**src/rtl/smc_pkg.sv**
```systemverilog
// Shared types and helpers for the static memory timing engine.
// Assumes a 32-bit timing word per chip select.
package smc_pkg;

    // Decoded per-select timing word
    typedef struct packed {
        logic [1:0] cs_hold;
        logic [1:0] cs_setup;
        logic [1:0] addr_guard;
        logic       early_rd;
        logic [1:0] bus_width;
        logic       dual_byte;
        logic [3:0] float_gap;
        logic       wait_en;
        logic [6:0] wait_cnt;
    } cs_timing_t;

    // Access phases, in the order they occur
    typedef enum logic [2:0] {
        PH_IDLE,
        PH_ADDR_SU,
        PH_CS_SU,
        PH_STROBE,
        PH_CS_HOLD,
        PH_ADDR_HOLD,
        PH_DONE
    } phase_t;

    localparam logic [1:0] WIDTH_8 = 2'd2;

    // Split a raw timing word into its fields
    function automatic cs_timing_t decode_word(input logic [31:0] w);
        cs_timing_t t;
        t.cs_hold    = w[29:28];
        t.cs_setup   = w[25:24];
        t.addr_guard = w[17:16];
        t.early_rd   = w[15];
        t.bus_width  = w[14:13];
        t.dual_byte  = w[12];
        t.float_gap  = w[11:8];
        t.wait_en    = w[7];
        t.wait_cnt   = w[6:0];
        return t;
    endfunction

    // Number of cycles a phase lasts for a given word and direction
    function automatic logic [7:0] phase_len(input phase_t p, input cs_timing_t t,
                                             input logic wr);
        logic [7:0] n;
        case (p)
            PH_ADDR_SU, PH_ADDR_HOLD: n = {6'd0, t.addr_guard};
            PH_CS_SU:   n = (!wr && t.early_rd) ? 8'd0 : {6'd0, t.cs_setup};
            PH_STROBE:  n = t.wait_en ? ({1'b0, t.wait_cnt} + 8'd1) : 8'd1;
            PH_CS_HOLD: n = {6'd0, t.cs_hold};
            default:    n = 8'd1;
        endcase
        return n;
    endfunction

    // Next non-empty phase after p
    function automatic phase_t phase_after(input phase_t p, input cs_timing_t t,
                                           input logic wr);
        logic   su;
        logic   ag;
        logic   hd;
        phase_t r;
        su = (phase_len(PH_CS_SU, t, wr) != 8'd0);
        ag = (t.addr_guard != 2'd0);
        hd = (t.cs_hold != 2'd0);
        case (p)
            PH_IDLE:      r = ag ? PH_ADDR_SU : (su ? PH_CS_SU : PH_STROBE);
            PH_ADDR_SU:   r = su ? PH_CS_SU : PH_STROBE;
            PH_CS_SU:     r = PH_STROBE;
            PH_STROBE:    r = hd ? PH_CS_HOLD : (ag ? PH_ADDR_HOLD : PH_DONE);
            PH_CS_HOLD:   r = ag ? PH_ADDR_HOLD : PH_DONE;
            PH_ADDR_HOLD: r = PH_DONE;
            default:      r = PH_IDLE;
        endcase
        return r;
    endfunction

endpackage

```
**src/rtl/smc_cfg_select.sv**
```systemverilog
// Picks the timing word of one chip select out of the flat configuration
// bus and decodes it. Assumes sel < NUM_CS.
module smc_cfg_select
    import smc_pkg::*;
#(
    parameter int NUM_CS = 8,
    parameter int CFG_W  = 32,
    localparam int CS_W  = (NUM_CS > 1) ? $clog2(NUM_CS) : 1
) (
    input  logic [NUM_CS*CFG_W-1:0] cfg_words,
    input  logic [CS_W-1:0]         sel,
    output cs_timing_t              timing
);

    logic [CFG_W-1:0] word_arr [NUM_CS];

    for (genvar g = 0; g < NUM_CS; g++) begin : g_unpack
        assign word_arr[g] = cfg_words[g*CFG_W +: CFG_W];
    end

    // Decode the selected word
    always_comb timing = decode_word(word_arr[sel]);

endmodule

```
**src/rtl/smc_phase_seq.sv**
```systemverilog
// Steps one access through its phases, skipping empty ones, and counts
// cycles within each phase. Assumes timing and wr are the live request
// values in idle and the captured values afterwards.
module smc_phase_seq
    import smc_pkg::*;
(
    input  logic       clk,
    input  logic       rst_n,
    input  logic       start,
    input  cs_timing_t timing,
    input  logic       wr,
    output phase_t     phase,
    output logic       last_beat
);

    logic [7:0] cnt;
    phase_t     nxt_ph;
    logic       adv;

    // Decide whether to move on, and where to
    always_comb begin
        adv    = (phase == PH_IDLE) ? start : (cnt == 8'd0);
        nxt_ph = phase_after(phase, timing, wr);
    end

    assign last_beat = (cnt == 8'd0);

    // Phase register and in-phase cycle counter
    always_ff @(posedge clk) begin
        if (!rst_n) begin
            phase <= PH_IDLE;
            cnt   <= 8'd0;
        end else if (adv) begin
            phase <= nxt_ph;
            cnt   <= phase_len(nxt_ph, timing, wr) - 8'd1;
        end else begin
            cnt   <= cnt - 8'd1;
        end
    end


    hold_after_strobe_chk: assert property (@(posedge clk) disable iff (!rst_n)
        (phase == PH_CS_HOLD) |-> ($past(phase) inside {PH_STROBE, PH_CS_HOLD}));

endmodule

```
**src/rtl/smc_float_guard.sv**
```systemverilog
// Counts the bus float time after a read and holds off any following
// access that would drive the bus (a write or another chip select).
module smc_float_guard
    import smc_pkg::*;
#(
    parameter int CS_W = 3
) (
    input  logic            clk,
    input  logic            rst_n,
    input  phase_t          phase,
    input  logic            we_lat,
    input  logic [CS_W-1:0] cs_lat,
    input  logic [3:0]      gap_lat,
    input  logic            req_write,
    input  logic [CS_W-1:0] req_cs,
    input  logic            start,
    output logic            block
);

    logic [3:0]      gap_cnt;
    logic [CS_W-1:0] last_cs;

    // Load the gap at the end of a read, then count down
    always_ff @(posedge clk) begin
        if (!rst_n) begin
            gap_cnt <= 4'd0;
            last_cs <= '0;
        end else if (phase == PH_DONE && !we_lat) begin
            gap_cnt <= gap_lat;
            last_cs <= cs_lat;
        end else if (gap_cnt != 4'd0) begin
            gap_cnt <= gap_cnt - 4'd1;
        end
    end

    // Hold off accesses that would fight a floating bus
    always_comb block = (gap_cnt != 4'd0) && (req_write || (req_cs != last_cs));


    gap_write_chk: assert property (@(posedge clk) disable iff (!rst_n)
        (start && req_write) |-> (gap_cnt == 4'd0));

endmodule

```
**src/rtl/smc_pin_drive.sv**
```systemverilog
// Forms the device-side address, chip selects, strobes and data bus from
// the current phase and the captured request; captures read data in the
// last strobe cycle. Assumes DATA_W is a multiple of 8 and at least 16.
module smc_pin_drive
    import smc_pkg::*;
#(
    parameter int NUM_CS = 8,
    parameter int ADDR_W = 24,
    parameter int DATA_W = 16,
    localparam int CS_W  = (NUM_CS > 1) ? $clog2(NUM_CS) : 1,
    localparam int LANES = DATA_W / 8
) (
    input  logic              clk,
    input  logic              rst_n,
    input  phase_t            phase,
    input  logic              last_beat,
    input  logic [CS_W-1:0]   cs_lat,
    input  logic [ADDR_W-1:0] addr_lat,
    input  logic [DATA_W-1:0] wdata_lat,
    input  logic [LANES-1:0]  be_lat,
    input  logic              we_lat,
    input  cs_timing_t        tim_lat,
    input  logic [DATA_W-1:0] mem_dq_in,
    output logic [ADDR_W-1:0] mem_addr,
    output logic [NUM_CS-1:0] mem_cs_n,
    output logic              mem_rd_n,
    output logic [LANES-1:0]  mem_wr_n,
    output logic [DATA_W-1:0] mem_dq_out,
    output logic              mem_dq_oe,
    output logic              req_ready,
    output logic [DATA_W-1:0] req_rdata
);

    logic is8;
    logic cs_win;
    logic in_access;
    logic strobe;

    // Phase-derived window flags
    always_comb begin
        is8       = (tim_lat.bus_width == WIDTH_8);
        cs_win    = phase inside {PH_CS_SU, PH_STROBE, PH_CS_HOLD};
        in_access = phase inside {PH_ADDR_SU, PH_CS_SU, PH_STROBE, PH_CS_HOLD, PH_ADDR_HOLD};
        strobe    = (phase == PH_STROBE);
    end

    // Address: byte address on an 8-bit bus, halfword address otherwise
    always_comb begin
        if (!in_access)
            mem_addr = '0;
        else if (is8)
            mem_addr = addr_lat;
        else
            mem_addr = addr_lat >> 1;
    end

    for (genvar g = 0; g < NUM_CS; g++) begin : g_cs
        assign mem_cs_n[g] = !(cs_win && (cs_lat == CS_W'(g)));
    end

    for (genvar l = 0; l < LANES; l++) begin : g_lane
        logic lane_en;
        // Which byte lanes strobe on a write
        always_comb begin
            if (is8)
                lane_en = (l == 0);
            else if (tim_lat.dual_byte)
                lane_en = be_lat[l];
            else
                lane_en = 1'b1;
        end
        assign mem_wr_n[l] = !(strobe && we_lat && lane_en);
    end

    // Read strobe, data drive and ready
    always_comb begin
        mem_rd_n   = !(strobe && !we_lat);
        mem_dq_oe  = cs_win && we_lat;
        mem_dq_out = is8 ? {{(DATA_W-8){1'b0}}, wdata_lat[7:0]} : wdata_lat;
        req_ready  = (phase == PH_DONE);
    end

    // Capture read data on the final strobe cycle
    always_ff @(posedge clk) begin
        if (!rst_n)
            req_rdata <= '0;
        else if (strobe && last_beat && !we_lat)
            req_rdata <= is8 ? {{(DATA_W-8){1'b0}}, mem_dq_in[7:0]} : mem_dq_in;
    end


    early_read_chk: assert property (@(posedge clk) disable iff (!rst_n)
        ($fell(mem_rd_n) && tim_lat.early_rd) |-> $past(&mem_cs_n));


    write_drive_chk: assert property (@(posedge clk) disable iff (!rst_n)
        (mem_wr_n != '1) |-> (mem_dq_oe && mem_rd_n));

endmodule

```
**src/rtl/smc_cs_engine.sv**
```systemverilog
// Top of the static memory chip-select timing engine. Accepts one host
// request at a time, captures it with its chip select's timing word and
// runs it on the device pins. Assumes the host holds a request until ready.
module smc_cs_engine
    import smc_pkg::*;
#(
    parameter int NUM_CS = 8,
    parameter int ADDR_W = 24,
    parameter int DATA_W = 16,
    parameter int CFG_W  = 32,
    localparam int CS_W  = (NUM_CS > 1) ? $clog2(NUM_CS) : 1,
    localparam int LANES = DATA_W / 8
) (
    input  logic                    clk,
    input  logic                    rst_n,
    input  logic [NUM_CS*CFG_W-1:0] cfg_words,
    input  logic                    req_valid,
    input  logic [CS_W-1:0]         req_cs,
    input  logic                    req_write,
    input  logic [ADDR_W-1:0]       req_addr,
    input  logic [DATA_W-1:0]       req_wdata,
    input  logic [LANES-1:0]        req_be,
    output logic                    req_ready,
    output logic [DATA_W-1:0]       req_rdata,
    output logic [ADDR_W-1:0]       mem_addr,
    output logic [NUM_CS-1:0]       mem_cs_n,
    output logic                    mem_rd_n,
    output logic [LANES-1:0]        mem_wr_n,
    output logic [DATA_W-1:0]       mem_dq_out,
    output logic                    mem_dq_oe,
    input  logic [DATA_W-1:0]       mem_dq_in
);

    cs_timing_t        tim_live;
    cs_timing_t        tim_lat;
    cs_timing_t        tim_use;
    logic              we_use;
    logic [CS_W-1:0]   cs_lat;
    logic [ADDR_W-1:0] addr_lat;
    logic [DATA_W-1:0] wdata_lat;
    logic [LANES-1:0]  be_lat;
    logic              we_lat;
    phase_t            phase;
    logic              last_beat;
    logic              block;
    logic              start;

    smc_cfg_select #(.NUM_CS(NUM_CS), .CFG_W(CFG_W)) u_sel (
        .cfg_words (cfg_words),
        .sel       (req_cs),
        .timing    (tim_live)
    );

    // Accept a request when idle and not held off by the float gap
    always_comb begin
        start   = req_valid && (phase == PH_IDLE) && !block;
        tim_use = (phase == PH_IDLE) ? tim_live : tim_lat;
        we_use  = (phase == PH_IDLE) ? req_write : we_lat;
    end

    // Capture the request and its timing at acceptance
    always_ff @(posedge clk) begin
        if (!rst_n) begin
            tim_lat   <= '0;
            cs_lat    <= '0;
            addr_lat  <= '0;
            wdata_lat <= '0;
            be_lat    <= '0;
            we_lat    <= 1'b0;
        end else if (start) begin
            tim_lat   <= tim_live;
            cs_lat    <= req_cs;
            addr_lat  <= req_addr;
            wdata_lat <= req_wdata;
            be_lat    <= req_be;
            we_lat    <= req_write;
        end
    end

    smc_phase_seq u_seq (
        .clk       (clk),
        .rst_n     (rst_n),
        .start     (start),
        .timing    (tim_use),
        .wr        (we_use),
        .phase     (phase),
        .last_beat (last_beat)
    );

    smc_float_guard #(.CS_W(CS_W)) u_gap (
        .clk       (clk),
        .rst_n     (rst_n),
        .phase     (phase),
        .we_lat    (we_lat),
        .cs_lat    (cs_lat),
        .gap_lat   (tim_lat.float_gap),
        .req_write (req_write),
        .req_cs    (req_cs),
        .start     (start),
        .block     (block)
    );

    smc_pin_drive #(.NUM_CS(NUM_CS), .ADDR_W(ADDR_W), .DATA_W(DATA_W)) u_pins (
        .clk        (clk),
        .rst_n      (rst_n),
        .phase      (phase),
        .last_beat  (last_beat),
        .cs_lat     (cs_lat),
        .addr_lat   (addr_lat),
        .wdata_lat  (wdata_lat),
        .be_lat     (be_lat),
        .we_lat     (we_lat),
        .tim_lat    (tim_lat),
        .mem_dq_in  (mem_dq_in),
        .mem_addr   (mem_addr),
        .mem_cs_n   (mem_cs_n),
        .mem_rd_n   (mem_rd_n),
        .mem_wr_n   (mem_wr_n),
        .mem_dq_out (mem_dq_out),
        .mem_dq_oe  (mem_dq_oe),
        .req_ready  (req_ready),
        .req_rdata  (req_rdata)
    );


    ready_pulse_chk: assert property (@(posedge clk) disable iff (!rst_n)
        req_ready |=> !req_ready);


    strobe_in_cs_chk: assert property (@(posedge clk) disable iff (!rst_n)
        (!mem_rd_n || (mem_wr_n != '1)) |-> (mem_cs_n != '1));


    addr_steady_chk: assert property (@(posedge clk) disable iff (!rst_n)
        ((mem_cs_n != '1) && $past(mem_cs_n != '1)) |-> $stable(mem_addr));


    one_select_chk: assert property (@(posedge clk) disable iff (!rst_n)
        $countones(~mem_cs_n) <= 1);

endmodule

```
**config.mk**
```make
export PLATFORM = sky130hd
export DESIGN_NAME = smc_cs_engine
export DESIGN_NICKNAME = d
export VERILOG_FILES = /design/src/rtl/smc_pkg.sv /design/src/rtl/smc_cfg_select.sv /design/src/rtl/smc_phase_seq.sv /design/src/rtl/smc_float_guard.sv /design/src/rtl/smc_pin_drive.sv /design/src/rtl/smc_cs_engine.sv
export SDC_FILE = /design/constraint.sdc
export NUM_CORES = 1
export LEC_CHECK = 0
export ABC_AREA = 1
export BUFFER_PORTS_ARGS = -buffer_cell sky130_fd_sc_hd__buf_2
export CORE_ASPECT_RATIO = 1.25
export CORE_MARGIN = 5
export CORE_UTILIZATION = 33
export CTS_BUF_LIST = sky130_fd_sc_hd__clkbuf_8 sky130_fd_sc_hd__clkbuf_16
export CTS_CLUSTER_DIAMETER = 80
export DETAILED_ROUTE_END_ITERATION = 6
export PLACE_DENSITY_LB_ADDON = 0.2
export SYNTH_ARGS = -nofsm -noshare
export SYNTH_HDL_FRONTEND = slang
export SYNTH_SLANG_ARGS = --single-unit
```
**constraint.sdc**
```tcl
create_clock -name clk -period 3.9 [get_ports clk]
set_input_delay 0.39 -clock clk [delete_from_list [all_inputs] [get_ports clk]]
set_output_delay 0.39 -clock clk [all_outputs]
set_load 0.05 [all_outputs]
```
# == Word level (Yosys, flattened, before mapping) ==
# Index checks and enable logic that the tools add are counted.
# Widths: inputs -> output; s select.
# classes
add_sub_neg,4
n_lt_le_gt_ge,1
n_eq_ne,20
mux,27
n_bitwise,1
reduce_logical,46
# ops
op,n
$bmux 32 s3,1
$mux 30,2
$mux 24,2
$mux 16,2
$mux 8,4
$pmux 8 s4,1
$eq 3x3->1 const B,9
$mux 22,1
$logic_and 1x1->1,20
$eq 3x2->1 const B,6
$pmux 3 s6,1
$sub 8x1->8 const B,2
$logic_not 1->1,14
$eq 3x1->1 const B,3
$add 7x1->8 const B,1
$logic_not 8->1,1
$mux 4,2
$reduce_bool 8->1,1
$mux 1,7
$logic_not 3->1,2
$mux 3,2
$reduce_bool 2->1,3
$reduce_bool 5->1,1
$ge 4x4->1 const B,1
9 further kinds,10
# totals
regBits,102
input_bits,321
wordCells,118

# == Depth between registers and ports, before layout ==
# depth
word_depth,18
mapped_depth,27
ltp_nobuf,25

# == Cells and area by module ==
# Synthesis repeated with hierarchy kept, for this count alone.
# hier_totals
cells_unflattened,1586
hier_area_um2,8564.5
# modules_own_cells
mod,instances,cells_per_inst,area_per_inst_um2
smc_cs_engine,1,503,3245.6
smc_cfg_select,1,585,2371.0
smc_pin_drive,1,252,1385.1
smc_phase_seq,1,176,1117.3
smc_float_guard,1,70,445.4

# == Least setup slack after synthesis ==
# Ideal clock, no wire load.
# synth_timing
kind,input to register
start,input req_cs[0]
end,register u_seq.cnt[6]
arrival_time_ns,2.656
slack_ns,1.127
stages,21
path_cell_list,buf_6 buf_8 buf_12 buf_8 o21ai_1 o211ai_2 nand3_1 nand2_2 ha_1 inv_1 nor2_1 nand3_1 nand2_1 o21ai_1 and2_1 ha_1 inv_1 nor2_1 nand3_1 o21ai_1 a21oi_1
# synth_via
elab_chain_len,18
# synth_lines
item,line_no,text
"start, declared",smc_cs_engine.sv:18,"input logic [CS_W-1:0] req_cs,"
$not 3->4 (implied by the code),smc_cfg_select.sv:22,always_comb timing = decode_word(word_arr[sel]);
$bmux 32 s3,smc_cfg_select.sv:22,
$mux 30 (implied by the code) (2 in a row),smc_cfg_select.sv:22,
$mux 22,smc_cs_engine.sv:57,tim_use = (phase == PH_IDLE) ? tim_live : tim_lat;
$logic_and 1x1->1,smc_pkg.sv:52,"PH_CS_SU: n = (!wr && t.early_rd) ? 8'd0 : {6'd0, t.cs_setup};"
$mux 2,smc_pkg.sv:52,
$reduce_bool 8->1,smc_pkg.sv:67,"su = (phase_len(PH_CS_SU, t, wr) != 8'd0);"
$mux 1,"smc_pkg.sv:71, smc_pkg.sv:72",
$mux 3,smc_pkg.sv:71,PH_IDLE: r = ag ? PH_ADDR_SU : (su ? PH_CS_SU : PH_STROBE);
$pmux 3 s6,smc_pkg.sv:70,case (p)
$eq 3x1->1 / $eq 3x3->1 (equally long branches),smc_pkg.sv:50,case (p)
$reduce_or 2->1,smc_pkg.sv:50,
$pmux 8 s4,smc_pkg.sv:50,
$mux 8,smc_phase_seq.sv:33,end else if (adv) begin
$mux 8,smc_phase_seq.sv:30,if (!rst_n) begin
$sub 8x1->8,smc_phase_seq.sv:35,"cnt <= phase_len(nxt_ph, timing, wr) - 8'd1;"
$mux 8 *,smc_phase_seq.sv:33,
"end signal, assigned",smc_phase_seq.sv:35,
"end signal, assigned",smc_phase_seq.sv:37,cnt <= cnt - 8'd1;
"end, declared",smc_phase_seq.sv:16,logic [7:0] cnt;
# Mark *: on every way between the ends. The rest lies on a longest branch, timed or not. The select of a mux whose other input is x is not followed.
# A chain may end at the register's enable or synchronous reset.

# == Final worst setup path ==
# layout_timing
start,register u_seq.phase[1]
end,output mem_addr[23]
# layout_via
elab_chain_len,3
# layout_lines
item,line_no,text
"start, declared",smc_phase_seq.sv:12,"output phase_t phase,"
"start signal, assigned",smc_phase_seq.sv:34,phase <= nxt_ph;
$eq 3x1->1 (tied with other cells),smc_pin_drive.sv:43,"in_access = phase inside {PH_ADDR_SU, PH_CS_SU, PH_STROBE, PH_CS_HOLD, PH_ADDR_HOLD};"
$reduce_bool 5->1 *,smc_pin_drive.sv:43,
$mux 24 *,smc_pin_drive.sv:49,if (!in_access)
"end, declared",smc_cs_engine.sv:25,"output logic [ADDR_W-1:0] mem_addr,"
# Mark *: on every way between the ends. The rest lies on a longest branch, timed or not.

==> results.sh <==
export IMPL_status="finished clean"
export IMPL_post_cts_hold_buffer_count=0
export IMPL_cts_max_path_buffers=2
export IMPL_drt_wl_total_um=23400
export IMPL_synth_cell_types=48
export IMPL_post_cts_sizing=0
export IMPL_maxCapViolations=0
export IMPL_routed_wire_length_per_instance_um=13.8
export IMPL_critical_path_max_stage_delay_ps=650
export IMPL_number_of_antenna_violations_at_the_first_check_in_global_routing=3
export IMPL_criticalPathCategory="flop to output pin"
export IMPL_cts_buffers=9
export IMPL_filler_free_cell_count_of_the_finished_design=1691
export IMPL_synth_xor_area_share_pct=0.498
export IMPL_power_leakage_nw=4.65
export IMPL_power_ir_vdd_worst_mv=0.315
export IMPL_yosys_mux_area_fraction_pct=0.142
export IMPL_timing_final_ws_setup_ps=760
export IMPL_place_worst_setup_slack_ps=620
export IMPL_yosys_area_share_simple_pct=36.2
export IMPL_synth_compound_area_share_pct=19.6
export IMPL_cp_buffers_inverters=5
export IMPL_first_pass_grt_wire_length_um=38100
export IMPL_ys_seq_elements=102
export IMPL_fmax_mhz=318
export IMPL_path_common_cell="inv_1"
export IMPL_port_buffers=309
export IMPL_initial_drc_count=365
export IMPL_final_layout_size_suffix_gt1_share_pct=27.8
export IMPL_final_core_util_pct=42.4
export IMPL_placementRows=59
export IMPL_core_area_um2=20900
export IMPL_synth_cell_area_um2=7030
export IMPL_cts_tree="done"
export IMPL_rsz_0062_raised_after_global_routing="false"
export IMPL_htreeDepth=3
export IMPL_tritoncts_num_sinks=102
export IMPL_final_antenna_net_count=0
export IMPL_gp_routability_congestion=0.858
export IMPL_tightest_slew_ps=1060
export IMPL_min_period_ps=3140
export IMPL_overflow=0
export IMPL_die_x_um=141
export IMPL_cell_internal_pwr_mw=2.92
export IMPL_num_vias=7994
export IMPL_skew_ps=7.84
export IMPL_synth_flop_cell="dfxtp_1"
export IMPL_synth_avg_cell_area_um2=6.08
export IMPL_final_net_count=1736
export IMPL_crit_path_end_kind="output pin"
export IMPL_grt_use_total_pct=18.8
export IMPL_final_hold_viol_count=0
export IMPL_power_per_cell_area_nw_per_um2=685
export IMPL_clk_lat_worst_skew_ps=360
export IMPL_hp_class="input pin to flop"
export IMPL_cts_setup_buffers=0
export IMPL_start_util_pct=33.6
export IMPL_drt_pre_antenna_iters=4
export IMPL_multiInputGateArea_um2=4020
export IMPL_finalSetupViolations=0
export IMPL_fillCellCount=2319
export IMPL_clockRootBuffer="clkbuf_16"
export IMPL_die_area_um2=24300
export IMPL_critical_path_peak_fanout=24
export IMPL_crit_chain="nor2_4 -> inv_1 -> nor2_1 -> inv_1 -> nand2_1 -> inv_1 -> nand2_1 -> nand3_1 -> inv_1 -> buf_2"
export IMPL_timing_critical_path_from_type="flop"
export IMPL_synth_yosys_seq_area_share_pct=29.0
export IMPL_layout_area_overhead_vs_synth_pct=26.0
export IMPL_clkPwrFrac_pct=15.4
export IMPL_comb_power_share_pct=58.8
export IMPL_ys_warns=0
export IMPL_avgViaCountPerCell=4.73
export IMPL_timing_setup_tns_ps=0
export IMPL_worst_hold_slack_ps=277
export IMPL_count_of_flip_flops_with_a_built_in_enable_after_synthesis=0
export IMPL_post_synth_fa_ha_maj_area_fraction_pct=0.712
export IMPL_netSwitchingFraction_pct=51.8
export IMPL_clk_pin_slew_ps=80
export IMPL_cp_slowest_cell="nand2_1"
export IMPL_timing_critical_path_max_delay_family="simple AND/OR/NAND/NOR gates"
export IMPL_switching_power_mw=3.14
export IMPL_die_h_um=173
export IMPL_placedCellCount=1674
export IMPL_synth_cells=1157
export IMPL_relSlewSlack_pct=29.3
export IMPL_timing_critical_path_required_ps=3510
export IMPL_place_hpwl_um=17700
export IMPL_number_of_ports_placed_on_the_die_boundary=390
export IMPL_power_share_sequential_pct=25.8
export IMPL_sequential_standard_cell_area_um2=2040
export IMPL_combinational_family_with_the_most_area_after_synthesis="simple AND/OR/NAND/NOR gates"
export IMPL_finalMaxSlewViolations=0
export IMPL_grt_max_degree=71
export IMPL_postSynthNetCount=1482
export IMPL_crit_arrival_ps=2750
export IMPL_finalCritPeriodShare_pct=80.5
export IMPL_synth_async_sr_flop_share_pct=0
export IMPL_remaining_drc_errors=0
export IMPL_via_count_of_the_first_global_routing_pass=7868
-- area by class of cell --
type                    instances  share of cell area, %
diodes                          1                 0.0283
flip-flops and latches        102                   23.1
well taps                     274                   3.87
clock inverters                 7                   1.00
clock buffers                   9                   2.54
multi-input cells             853                   45.4
inverters                     121                   5.21
repair buffers                324                   18.9
-- layout by cell type (no fill, tap or decap), types with 4 or more instances in the layout --
cell type | Yosys | final
a211oi_1 | 7 | 7
a21oi_1 | 46 | 46
a31oi_1 | 8 | 8
buf_2 | 5 | 309
buf_4 | 16 | 14
clkbuf_16 | 0 | 9
dfxtp_1 | 102 | 102
ha_1 | 4 | 4
inv_1 | 109 | 109
inv_2 | 9 | 10
nand2_1 | 265 | 265
nand2_2 | 10 | 10
nand3_1 | 58 | 58
nand3_2 | 4 | 4
nand4_1 | 17 | 17
nor2_1 | 213 | 212
nor2_2 | 6 | 7
nor3_1 | 9 | 9
o211ai_1 | 8 | 8
o21ai_0 | 114 | 114
o21ai_1 | 31 | 31
o21ai_2 | 4 | 4
o22ai_1 | 14 | 14
xnor2_1 | 4 | 4
-- final timing paths --
check / end / cells after the start / slack, ps / startpoint
setup reg to reg: u_seq.cnt[4] / 20 / 980 / u_seq.phase[1]
hold reg to reg: wdata_lat[15] / 2 / 460 / wdata_lat[15]
setup / recovery: mem_addr[23] / 10 / 760 / u_seq.phase[1]
hold / removal: wdata_lat[6] / 3 / 280 / req_wdata[6]
-- cell usage after synthesis, types with 3 or more instances --
cell / number / share of area [%]
nand2_2: 10 / 0.89
buf_2: 5 / 0.36
nand4_1: 17 / 1.5
nand3_2: 4 / 0.57
o211ai_2: 3 / 0.53
buf_6: 13 / 2.1
nor2_2: 6 / 0.53
o22ai_1: 14 / 1.2
nor2_1: 213 / 11
a211oi_1: 7 / 0.75
dfxtp_1: 102 / 29
o21ai_1: 31 / 2.2
o21ai_2: 4 / 0.50
a21oi_1: 46 / 3.3
ha_1: 4 / 0.71
nand3_1: 58 / 4.1
a31oi_1: 8 / 0.71
o221ai_1: 3 / 0.37
nor3_1: 9 / 0.64
buf_4: 16 / 1.7
inv_1: 109 / 5.8
o21ai_0: 114 / 8.1
or2_2: 3 / 0.27
inv_2: 9 / 0.48
o211ai_1: 8 / 0.85
clkbuf_1: 44 / 2.3
nor2_4: 3 / 0.48
xnor2_1: 4 / 0.50
nand2_1: 265 / 14
-- routing by layer --
layer  vias to the layer above  GRT usage (%)  part of all wire (%)
met5                         -              0                 0.090
met4                         4           8.56                   3.4
met3                        38           3.20                   6.2
met2                       241           33.3                    50
met1                      3490           21.9                    41
li1                       4221              -                     -
-- worst register-to-register path, delay by kind of cell (launching register included) --
family | cells | cell delay, ps
DFF | 1 | 510
AOI/OAI and AO/OA | 3 | 390
buffers and inverters | 3 | 270
adders and majority gates | 1 | 140
and+or+nand+nor | 13 | 1490
-- state kept, by name (all words and copies together), names as in the netlist --
| register | count |
|---|---|
| tim_lat | 22 |
| u_gap.last_cs | 3 |
| u_gap.gap_cnt | 4 |
| be_lat | 2 |
| u_seq.phase | 3 |
| cs_lat | 3 |
| we_lat | 1 |
| u_seq.cnt | 8 |
| addr_lat | 24 |
| u_pins.req_rdata | 16 |
| wdata_lat | 16 |
-- per-stage QoR --
stage	cell area, um2	power [mW]
3_5_place_dp	8540	5.17
2_1_floorplan	7030	4.45
6_report	8860	6.06
4_1_cts	8850	6.14
3_3_place_gp	8540	5.15
5_1_grt	8860	6.64
-- power groups by stage --
stage	sequential, mW	combinational (mW)	clock [mW]
6_report	1.57	3.56	0.933
5_1_grt	1.61	4.03	1.01
4_1_cts	1.56	3.60	0.979
3_5_place_dp	1.59	3.59	0
3_3_place_gp	1.58	3.57	0
2_1_floorplan	1.55	2.90	0
-- logic make-up after synthesis --
kind of cell,count (synthesis)
simple gates,599
xor+xnor,4
mux,1
flops,102
fa+ha+maj,4
compound gates,245
buf+inv,202
(Power assumes the default switching activity.)
